===== config.mk =====
export PLATFORM = sky130hd
export DESIGN_NAME = dwCmdTop
export DESIGN_NICKNAME = d
export VERILOG_FILES = /design/src/rtl/dwCmdPkg.sv /design/src/rtl/dwAddrCounter.sv /design/src/rtl/dwCmdCtrl.sv /design/src/rtl/dwCmdData.sv /design/src/rtl/dwCmdTop.sv
export SDC_FILE = /design/constraint.sdc
export NUM_CORES = 1
export LEC_CHECK = 0
export BUFFER_PORTS_ARGS = -buffer_cell sky130_fd_sc_hd__buf_4
export CORE_MARGIN = 1.5
export CORE_UTILIZATION = 44
export DETAILED_ROUTE_END_ITERATION = 10
export PLACE_DENSITY = 0.91
export RECOVER_POWER = 50
export SYNTH_ARGS = -nofsm -noshare
export SYNTH_HDL_FRONTEND = slang
export SYNTH_SLANG_ARGS = --single-unit

===== constraint.sdc =====
create_clock -name clk -period 3.6 [get_ports clk]
set_input_delay 0.72 -clock clk [delete_from_list [all_inputs] [get_ports clk]]
set_output_delay 0.72 -clock clk [all_outputs]
set_load 0.05 [all_outputs]

===== src/rtl/dwCmdPkg.sv =====
package dwCmdPkg;
  localparam int NSEC = 2;
  localparam int F_W  = 5;
  localparam int A_W  = 4;

  localparam logic [F_W-1:0] FN_READ     = 5'd0;
  localparam logic [F_W-1:0] FN_READCLR  = 5'd2;
  localparam logic [F_W-1:0] FN_CLEAR    = 5'd9;
  localparam logic [F_W-1:0] FN_WRITE    = 5'd16;
  localparam logic [F_W-1:0] FN_WRITEINC = 5'd18;

  typedef enum logic [1:0] {RD_NONE, RD_PAT, RD_TBL} dwRdSel_t;

  typedef struct packed {
    logic [NSEC-1:0] cntClr;
    logic [NSEC-1:0] cntLoad;
    logic [NSEC-1:0] cntInc;
    logic [NSEC-1:0] tblWe;
    logic [NSEC-1:0] patClr;
    logic [NSEC-1:0] outClr;
  } dwStrobe_t;
endpackage


===== src/rtl/dwAddrCounter.sv =====
module dwAddrCounter #(
  parameter int ADDR_W = 8
) (
  input  logic              clk,
  input  logic              rstN,
  input  logic              clr,
  input  logic              ld,
  input  logic              inc,
  input  logic [ADDR_W-1:0] ldVal,
  output logic [ADDR_W:0]   cnt
);
  always_ff @(posedge clk or negedge rstN) begin
    if (!rstN)            cnt <= '0;
    else if (clr)         cnt <= '0;
    else if (ld)          cnt <= {1'b0, ldVal};
    else if (inc && !cnt[ADDR_W]) cnt <= cnt + 1'b1;
  end

  // clear goes to word 0
  a_r7_clear_zero: assert property (@(posedge clk) disable iff (!rstN)
    clr |=> cnt == '0);
  // load takes the write-bus address with overflow cleared
  a_r9_load_value: assert property (@(posedge clk) disable iff (!rstN)
    (ld && !clr) |=> cnt == {1'b0, $past(ldVal)});
  // one step per increment
  a_r10_single_step: assert property (@(posedge clk) disable iff (!rstN)
    (inc && !clr && !ld && !cnt[ADDR_W]) |=> cnt == $past(cnt) + 1'b1);
  // overflowed counter holds
  a_r12_ovf_hold: assert property (@(posedge clk) disable iff (!rstN)
    (inc && !clr && !ld && cnt[ADDR_W]) |=> $stable(cnt));
endmodule


===== src/rtl/dwCmdCtrl.sv =====
module dwCmdCtrl
  import dwCmdPkg::*;
(
  input  logic            clk,
  input  logic            rstN,
  input  logic [F_W-1:0]  fnCode,
  input  logic [A_W-1:0]  subAddr,
  input  logic            s1,
  input  logic            s2,
  input  logic            initZ,
  input  logic            clearC,
  input  logic [NSEC-1:0] ovf,
  output dwStrobe_t       st,
  output dwRdSel_t        rdSel,
  output logic            sec,
  output logic            xResp,
  output logic            qResp
);
  logic hiA;
  logic memFn;
  logic zc;

  assign sec = subAddr[0];
  assign hiA = subAddr[1];
  assign zc  = initZ | clearC;

  always_comb begin
    st    = '0;
    xResp = 1'b0;
    memFn = 1'b0;
    rdSel = RD_NONE;
    if (subAddr[A_W-1:2] == '0) begin
      case (fnCode)
        FN_READ, FN_READCLR: begin
          xResp = 1'b1;
          memFn = hiA;
          rdSel = hiA ? RD_TBL : RD_PAT;
          if (fnCode == FN_READCLR && s2) begin
            if (hiA) st.cntInc[sec] = 1'b1;
            else begin
              st.patClr[sec] = 1'b1;
              st.outClr[sec] = 1'b1;
            end
          end
        end
        FN_CLEAR: begin
          xResp = 1'b1;
          if (s2) begin
            if (hiA) st.cntClr = '1;
            else begin
              st.patClr[sec] = 1'b1;
              st.outClr[sec] = 1'b1;
            end
          end
        end
        FN_WRITE: begin
          xResp = 1'b1;
          memFn = 1'b1;
          if (hiA && s1) st.cntLoad[sec] = 1'b1;
          if (s2)        st.tblWe[sec]   = 1'b1;
        end
        FN_WRITEINC: begin
          xResp = 1'b1;
          if (!hiA) begin
            memFn = 1'b1;
            if (s1) st.tblWe[sec]  = 1'b1;
            if (s2) st.cntInc[sec] = 1'b1;
          end else if (s1) begin
            st.cntLoad = '1;
          end
        end
        default: ;
      endcase
    end
    st.tblWe = st.tblWe & ~ovf;
    if (zc) begin
      st        = '0;
      st.cntClr = '1;
      st.patClr = '1;
      st.outClr = '1;
    end
    qResp = xResp & ~(memFn & ovf[sec]);
  end

  // status never stands without acceptance
  a_r3_q_needs_x: assert property (@(posedge clk) disable iff (!rstN)
    qResp |-> xResp);
  // unsupported codes raise no strobe
  a_r2_unsupported_quiet: assert property (@(posedge clk) disable iff (!rstN)
    (!xResp && !zc) |-> (st == '0 && rdSel == RD_NONE));
endmodule


===== src/rtl/dwCmdData.sv =====
module dwCmdData
  import dwCmdPkg::*;
#(
  parameter int DATA_W = 8,
  parameter int ADDR_W = 8,
  localparam int BUS_W = DATA_W + ADDR_W
) (
  input  logic              clk,
  input  logic              rstN,
  input  dwStrobe_t         st,
  input  dwRdSel_t          rdSel,
  input  logic              sec,
  input  logic [BUS_W-1:0]  wData,
  input  logic [DATA_W-1:0] patIn0,
  input  logic [DATA_W-1:0] patIn1,
  input  logic [DATA_W-1:0] tblRdata0,
  input  logic [DATA_W-1:0] tblRdata1,
  output logic [NSEC-1:0]   ovf,
  output logic [ADDR_W-1:0] tblAddr0,
  output logic [ADDR_W-1:0] tblAddr1,
  output logic [BUS_W-1:0]  rData
);
  logic [ADDR_W:0]   cnt   [NSEC];
  logic [DATA_W-1:0] patArr[NSEC];
  logic [DATA_W-1:0] rdArr [NSEC];

  assign patArr[0] = patIn0;
  assign patArr[1] = patIn1;
  assign rdArr[0]  = tblRdata0;
  assign rdArr[1]  = tblRdata1;

  for (genvar i = 0; i < NSEC; i++) begin : g_sec
    dwAddrCounter #(.ADDR_W(ADDR_W)) cnt_i (
      .clk   (clk),
      .rstN  (rstN),
      .clr   (st.cntClr[i]),
      .ld    (st.cntLoad[i]),
      .inc   (st.cntInc[i]),
      .ldVal (wData[BUS_W-1:DATA_W]),
      .cnt   (cnt[i])
    );
    assign ovf[i] = cnt[i][ADDR_W];

    // no table write into an overflowed counter
    a_r12_no_ovf_write: assert property (@(posedge clk) disable iff (!rstN)
      st.tblWe[i] |-> !cnt[i][ADDR_W]);
  end

  assign tblAddr0 = cnt[0][ADDR_W-1:0];
  assign tblAddr1 = cnt[1][ADDR_W-1:0];

  always_comb begin
    case (rdSel)
      RD_PAT:  rData = {{ADDR_W{1'b0}}, patArr[sec]};
      RD_TBL:  rData = {cnt[sec][ADDR_W-1:0], rdArr[sec]};
      default: rData = '0;
    endcase
  end
endmodule


===== src/rtl/dwCmdTop.sv =====
module dwCmdTop
  import dwCmdPkg::*;
#(
  parameter int DATA_W = 8,
  parameter int ADDR_W = 8,
  localparam int BUS_W = DATA_W + ADDR_W
) (
  input  logic              clk,
  input  logic              rstN,
  input  logic [F_W-1:0]    fnCode,
  input  logic [A_W-1:0]    subAddr,
  input  logic              s1,
  input  logic              s2,
  input  logic              initZ,
  input  logic              clearC,
  input  logic [BUS_W-1:0]  wData,
  output logic [BUS_W-1:0]  rData,
  output logic              xResp,
  output logic              qResp,
  input  logic [DATA_W-1:0] patIn0,
  input  logic [DATA_W-1:0] patIn1,
  output logic              patClr0,
  output logic              patClr1,
  output logic              outClr0,
  output logic              outClr1,
  output logic [ADDR_W-1:0] tblAddr0,
  output logic [ADDR_W-1:0] tblAddr1,
  output logic              tblWe0,
  output logic              tblWe1,
  output logic [DATA_W-1:0] tblWdata,
  input  logic [DATA_W-1:0] tblRdata0,
  input  logic [DATA_W-1:0] tblRdata1
);
  dwStrobe_t       st;
  dwRdSel_t        rdSel;
  logic            sec;
  logic [NSEC-1:0] ovf;

  dwCmdCtrl ctrl_i (
    .clk(clk), .rstN(rstN), .fnCode(fnCode), .subAddr(subAddr),
    .s1(s1), .s2(s2), .initZ(initZ), .clearC(clearC), .ovf(ovf),
    .st(st), .rdSel(rdSel), .sec(sec), .xResp(xResp), .qResp(qResp)
  );

  dwCmdData #(.DATA_W(DATA_W), .ADDR_W(ADDR_W)) data_i (
    .clk(clk), .rstN(rstN), .st(st), .rdSel(rdSel), .sec(sec),
    .wData(wData), .patIn0(patIn0), .patIn1(patIn1),
    .tblRdata0(tblRdata0), .tblRdata1(tblRdata1), .ovf(ovf),
    .tblAddr0(tblAddr0), .tblAddr1(tblAddr1), .rData(rData)
  );

  assign patClr0  = st.patClr[0];
  assign patClr1  = st.patClr[1];
  assign outClr0  = st.outClr[0];
  assign outClr1  = st.outClr[1];
  assign tblWe0   = st.tblWe[0];
  assign tblWe1   = st.tblWe[1];
  assign tblWdata = wData[DATA_W-1:0];

  // global initialise/clear forces all clears and blocks writes
  a_r1_zc_clears: assert property (@(posedge clk) disable iff (!rstN)
    (initZ || clearC) |-> (patClr0 && patClr1 && outClr0 && outClr1 && !tblWe0 && !tblWe1));
  // both counters at word 0 afterwards
  a_r1_zc_addr_zero: assert property (@(posedge clk) disable iff (!rstN)
    (initZ || clearC) |=> (tblAddr0 == '0 && tblAddr1 == '0 && qResp == xResp));
endmodule


## Yosys cells after proc, flatten, opt, wreduce, memory -nomap -nowiden

Cells that the tools add are included.

- Memories kept: 0
- Latch bits: 0
- Flip-flop bits (word level): 18
- Bits in read-only memories: 0
- Logic and storage cells: 81
- Memory bits (writable): 0
- Output and inout port bits: 48
- Input bits: 63

- Mux-type cells: 48
- Reduce and logical (&&, ||, !) cells: 13
- Equal/unequal tests: 6
- Shift operators: 0
- Bitwise operators: 7
- Divide/modulo/power cells: 0
- Order comparisons: 3
- Add/sub/neg operators: 2
- Multiply operators: 0

Operators with widths:

| kind | count |
|---|---|
| two-way mux 8 bit | 9 |
| two-way mux 9 bit | 6 |
| case mux 16 bit (2 select lines) | 1 |
| two-way mux 2 bit | 13 |
| two-way mux 12 bit | 2 |
| adder 9 x 1 -> 9 bit, second input constant | 2 |
| two-way mux 4 bit | 4 |
| case mux 2 bit (2 select lines) | 3 |
| == test 5 bit, second input constant | 2 |
| case mux 4 bit (2 select lines) | 1 |
| two-way mux 1 bit | 7 |
| nonzero test 3 bit | 2 |
| == test 5 x 2 -> 1 bit, second input constant | 1 |
| == test 5 x 4 -> 1 bit, second input constant | 1 |
| logical AND 1 bit | 5 |
| logical NOT 5 bit | 1 |
| OR reduction 5 bit | 1 |
| case mux 1 bit (3 select lines) | 1 |
| AND 1 bit | 2 |
| AND 2 bit | 1 |
| == test 2 x 1 -> 1 bit, second input constant | 1 |
| == test 2 bit, second input constant | 1 |
| greater-or-equal comparator 2 bit, second input constant | 1 |
| logical NOT 1 bit | 2 |
| other kinds (9) | 9 |

## Logic depth before layout (Yosys ltp)

- Depth in word-level cells: 14
- Depth in mapped cells: 8
- Depth with buffers taken out: 7

## Hierarchy

A second synthesis with hierarchy kept.

- Cell total of the unflattened synthesis: 216
- Area total of the unflattened synthesis: 1,828.0 um^2

By module, submodules not included:

| module | instances | cells an instance | area each (um^2) |
|---|---|---|---|
| dwAddrCounter | 2 | 56 | 533.0 |
| dwCmdData | 1 | 51 | 422.9 |
| dwCmdCtrl | 1 | 45 | 279.0 |
| dwCmdTop | 1 | 8 | 60.1 |

## Least setup slack after synthesis

OpenSTA, ideal clock, no wires.

- Kind: in2out
- Start point: in subAddr[3]
- End point: out rData[10]
- Stages: 6
- Arrival: 2.971 ns
- Required time: 2.880 ns
- Slack: -0.091 ns
- Buffers on the path: 1
- Cells stage by stage: or3_1 -> or4_1 -> ha_1 -> buf_1 -> nand2b_1 -> nor2_1

- Cells in the longest elaborated chain, start to end: 4

RTL lines:

| item | RTL line | text |
|---|---|---|
| from (decl) | dwCmdTop.sv:11 | `input logic [A_W-1:0] subAddr,` |
| logical NOT 2 bit * | dwCmdCtrl.sv:32 | `if (subAddr[A_W-1:2] == '0) begin` |
| two-way mux 2 bit * | dwCmdCtrl.sv:32 |  |
| == test 2 bit or == test 2 x 1 -> 1 bit (tied branches) | dwCmdData.sv:53 | `case (rdSel)` |
| case mux 16 bit (2 select lines) * | dwCmdData.sv:53 |  |
| to (decl) | dwCmdTop.sv:17 | `output logic [BUS_W-1:0] rData,` |

Mark *: on every way between the ends. The rest lies on a longest branch, timed or not.

## Final worst setup path

- Start point: in subAddr[3]
- End point: out rData[13]

Same word-level chain as after synthesis.

==> flow_metrics.py <==
metrics = {
    "run_status": {
        "status": "complete, no violations",
    },
    "global_routing": {
        "track_usage_pct": 21.3,
        "grt_pass1_wl_um": 7610,
        "grt_pass1_vias": 1798,
        "grt_max_degree": 33,
        "grt_antenna_before_repair": 0,
        "overflow": 0,
    },
    "placed_design": {
        "io_buffers": 94,
        "placedCellCount": 345,
        "dpl.hpwl_um": 4030,
        "gp_congestion": 0.801,
    },
    "setup_path": {
        "crit_fanout": 7,
        "crit_slowest_cell": "or4_1",
        "cpLargestDelayFamily": "simple AND/OR/NAND/NOR gates",
        "critical_path.max_stage_delay_ns": 0.45,
        "arrival_ns": 2.73,
        "path_class": "primary input to output port",
        "crit_chain": "buf_4 -> or3_1 -> or4_1 -> ha_1 -> nand2b_1 -> nor2_1 -> buf_4",
        "critPathLaunchType": "primary input",
        "cp.required_ns": 2.88,
        "cpMostUsedCell": "buf_4",
        "cp-end-kind": "output port",
        "critPathBufInv": 2,
    },
    "logic_synthesis": {
        "ys_async_sr_fraction_pct": 100,
        "ys_types": 50,
        "ys.flop_type": "dfrtp_1",
        "ys_top_cells_by_count": "nor2_1, dfrtp_1, mux2_2, a21oi_1, o21ai_0",
        "synth_edf_count": 0,
        "synth.most_common_cell": "nor2_1",
        "synth_fa_ha_area_share_pct": 2.64,
        "synth_area_leaders": "dfrtp_1, mux2_2, xnor2_1, mux2i_1, nor2_1",
        "synth_compound_area_share_pct": 15.1,
        "ys_seq_area_share_pct": 23.8,
        "yosys_warnings": 0,
        "synth_area_mm2": 0.00189,
        "ys_ff_latch": 18,
        "yosysTopAreaCell": "dfrtp_1",
        "synth_nets": 287,
        "synth_xor_area_share_pct": 7.33,
        "synth_top_family_by_area": "simple AND/OR/NAND/NOR gates",
        "synth-simple-area-share_pct": 25.1,
        "netlist_instances": 220,
        "muxShareOfSynthArea_pct": 15.9,
        "netlist.area_leader.share_pct": 23.8,
        "avgSynthCellArea_um2": 8.61,
    },
    "power_and_ir_drop": {
        "leakage_uw": 0.00108,
        "p_per_area_mw_per_mm2": 198,
        "p_total_uw": 500,
        "irDropWorstVdd_uv": 170,
    },
    "sta": {
        "maxSlewViolCount": 0,
        "max_freq_mhz": 290,
        "max_slew_margin_pct": 30.2,
        "min_period_ns": 3.45,
        "grt_setup_unrepaired": "no",
        "setup_viol": 0,
        "finClkSkew_ns": 0.00301,
        "post-route-period-util_pct": 95.7,
        "hold_violations": 0,
        "tightest_slew_ns": 1.04,
    },
    "routing": {
        "drt-wirelength-per-cell_um": 15.0,
        "via_count": 1930,
        "drc": 0,
        "final_antenna_net_count": 0,
        "routed_wl_um": 5220,
        "drtIter0Drc": 60,
        "via_per_inst": 5.53,
        "dr.pass1.iters": 5,
    },
    "die": {
        "core_area_mm2": 0.00406,
        "die_h_um": 68.6,
        "die-area_mm2": 0.00471,
        "die_width_um": 68.6,
        "num_rows": 23,
        "start_util_pct": 46.7,
        "io_pins": 111,
    },
    "final_layout": {
        "top_register": "data_i.g_sec.cnt_i.cnt",
        "area_growth_pct": 33.3,
        "final_net_count": 367,
        "layout-drive-gt1-share_pct": 38.5,
        "largestRegisters": "data_i.g_sec.cnt_i.cnt: 18 flops",
        "diodes": 0,
        "largest_reg_flops": 18,
        "fin_cells": 349,
    },
    "clock_network": {
        "cts.sinks": 18,
        "clkLatencyLatePin_ns": 0.26,
        "htree_levels": 1,
        "holdBufCountCts": 0,
        "cts_resized": 0,
        "post_cts_buffers": 0,
        "cts_tree": "built",
        "cts_root_buf": "clkbuf_8",
        "cts_buffers": 3,
        "clk_path_buf_depth": 2,
        "clk_pin_slew_ns": 0.07,
    },
    "flow_run": {
        "maxCapViolCount": 0,
    },
    "hold_path": {
        "worstHoldPathType": "flip-flop to flip-flop",
    },
}
==> cells by family after synthesis <==
logic type,after synthesis
simple gates,76
compound gates,47
buf+inv,32
mux,28
flops,18
xor+xnor,15
fa+ha+maj,4
==> cells in the final DEF, fill, tap and decap left out, types with 2 or more instances in the layout <==
cell and instances:
a21oi_1 15, a22oi_1 8, a311o_1 3, and3_1 2, buf_4 81, clkbuf_1 17
clkbuf_8 4, dfrtp_1 18, ha_1 4, inv_1 9, mux2_2 16, mux2i_1 12
nand2_1 5, nand3_1 5, nand3b_1 2, nand4_1 4, nor2_1 30, nor3_1 3
nor4_1 3, nor4_2 2, o21ai_0 15, o21ai_1 2, or2_2 2, or3_1 2
xnor2_1 14
==> report_power, final <==
part / switching [uW] / internal (uW)
logic: 61.9 / 67.6
registers: 0.0910 / 202
clock network: 70.7 / 97.3
==> per-layer routing <==
layer | wire length (um) | track usage [%] | vias up
li1 | - | - | 939
met1 | 2000 | 22.6 | 892
met2 | 2610 | 40.0 | 91
met3 | 540 | 5.52 | 8
met4 | 72 | 7.75 | 0
met5 | 0 | 0 | -
==> final cells by class <==
| class | count | area [um^2] |
|---|---|---|
| multi-input combinational | 170 | 1250 |
| timing repair buffer | 98 | 672 |
| sequential | 18 | 450 |
| fill | 342 | 1530 |
| clock buffer | 4 | 55.1 |
| tap | 50 | 62.6 |
| inverter | 9 | 33.8 |
==> worst paths after layout <==
path / slack (ns) / cells after the start / endpoint / from
max in group asynchronous: 2.37 / 1 / data_i.g_sec[0].cnt_i.cnt[3] / rstN
max reg2reg: 1.84 / 5 / data_i.g_sec[1].cnt_i.cnt[7] / data_i.g_sec[1].cnt_i.cnt[2]
min reg2reg: 0.58 / 1 / data_i.g_sec[0].cnt_i.cnt[8] / data_i.g_sec[0].cnt_i.cnt[8]
max: 0.15 / 7 / rData[13] / subAddr[3]
min: 0.58 / 1 / data_i.g_sec[0].cnt_i.cnt[8] / data_i.g_sec[0].cnt_i.cnt[8]
min in group asynchronous: 0.62 / 1 / data_i.g_sec[1].cnt_i.cnt[2] / rstN
==> through the flow <==
stage / hold WS, ns / utilization, % / TNS (ns) / area (um^2) / worst slack (ns)
after floorplan: 0.424 / - / -0.634 / 1890 / -0.0906
final: 0.577 / 62.2 / 0 / 2520 / 0.154
after CTS: 0.324 / 63.8 / 0 / 2590 / 0.142
after detailed placement: 0.543 / 62.4 / 0 / 2530 / 0.147
after global routing: 0.599 / 62.2 / 0 / 2520 / 0.0450
after global placement: 0.531 / 62.4 / 0 / 2530 / 0.197
No activity file was read; power rests on OpenSTA's default activity.
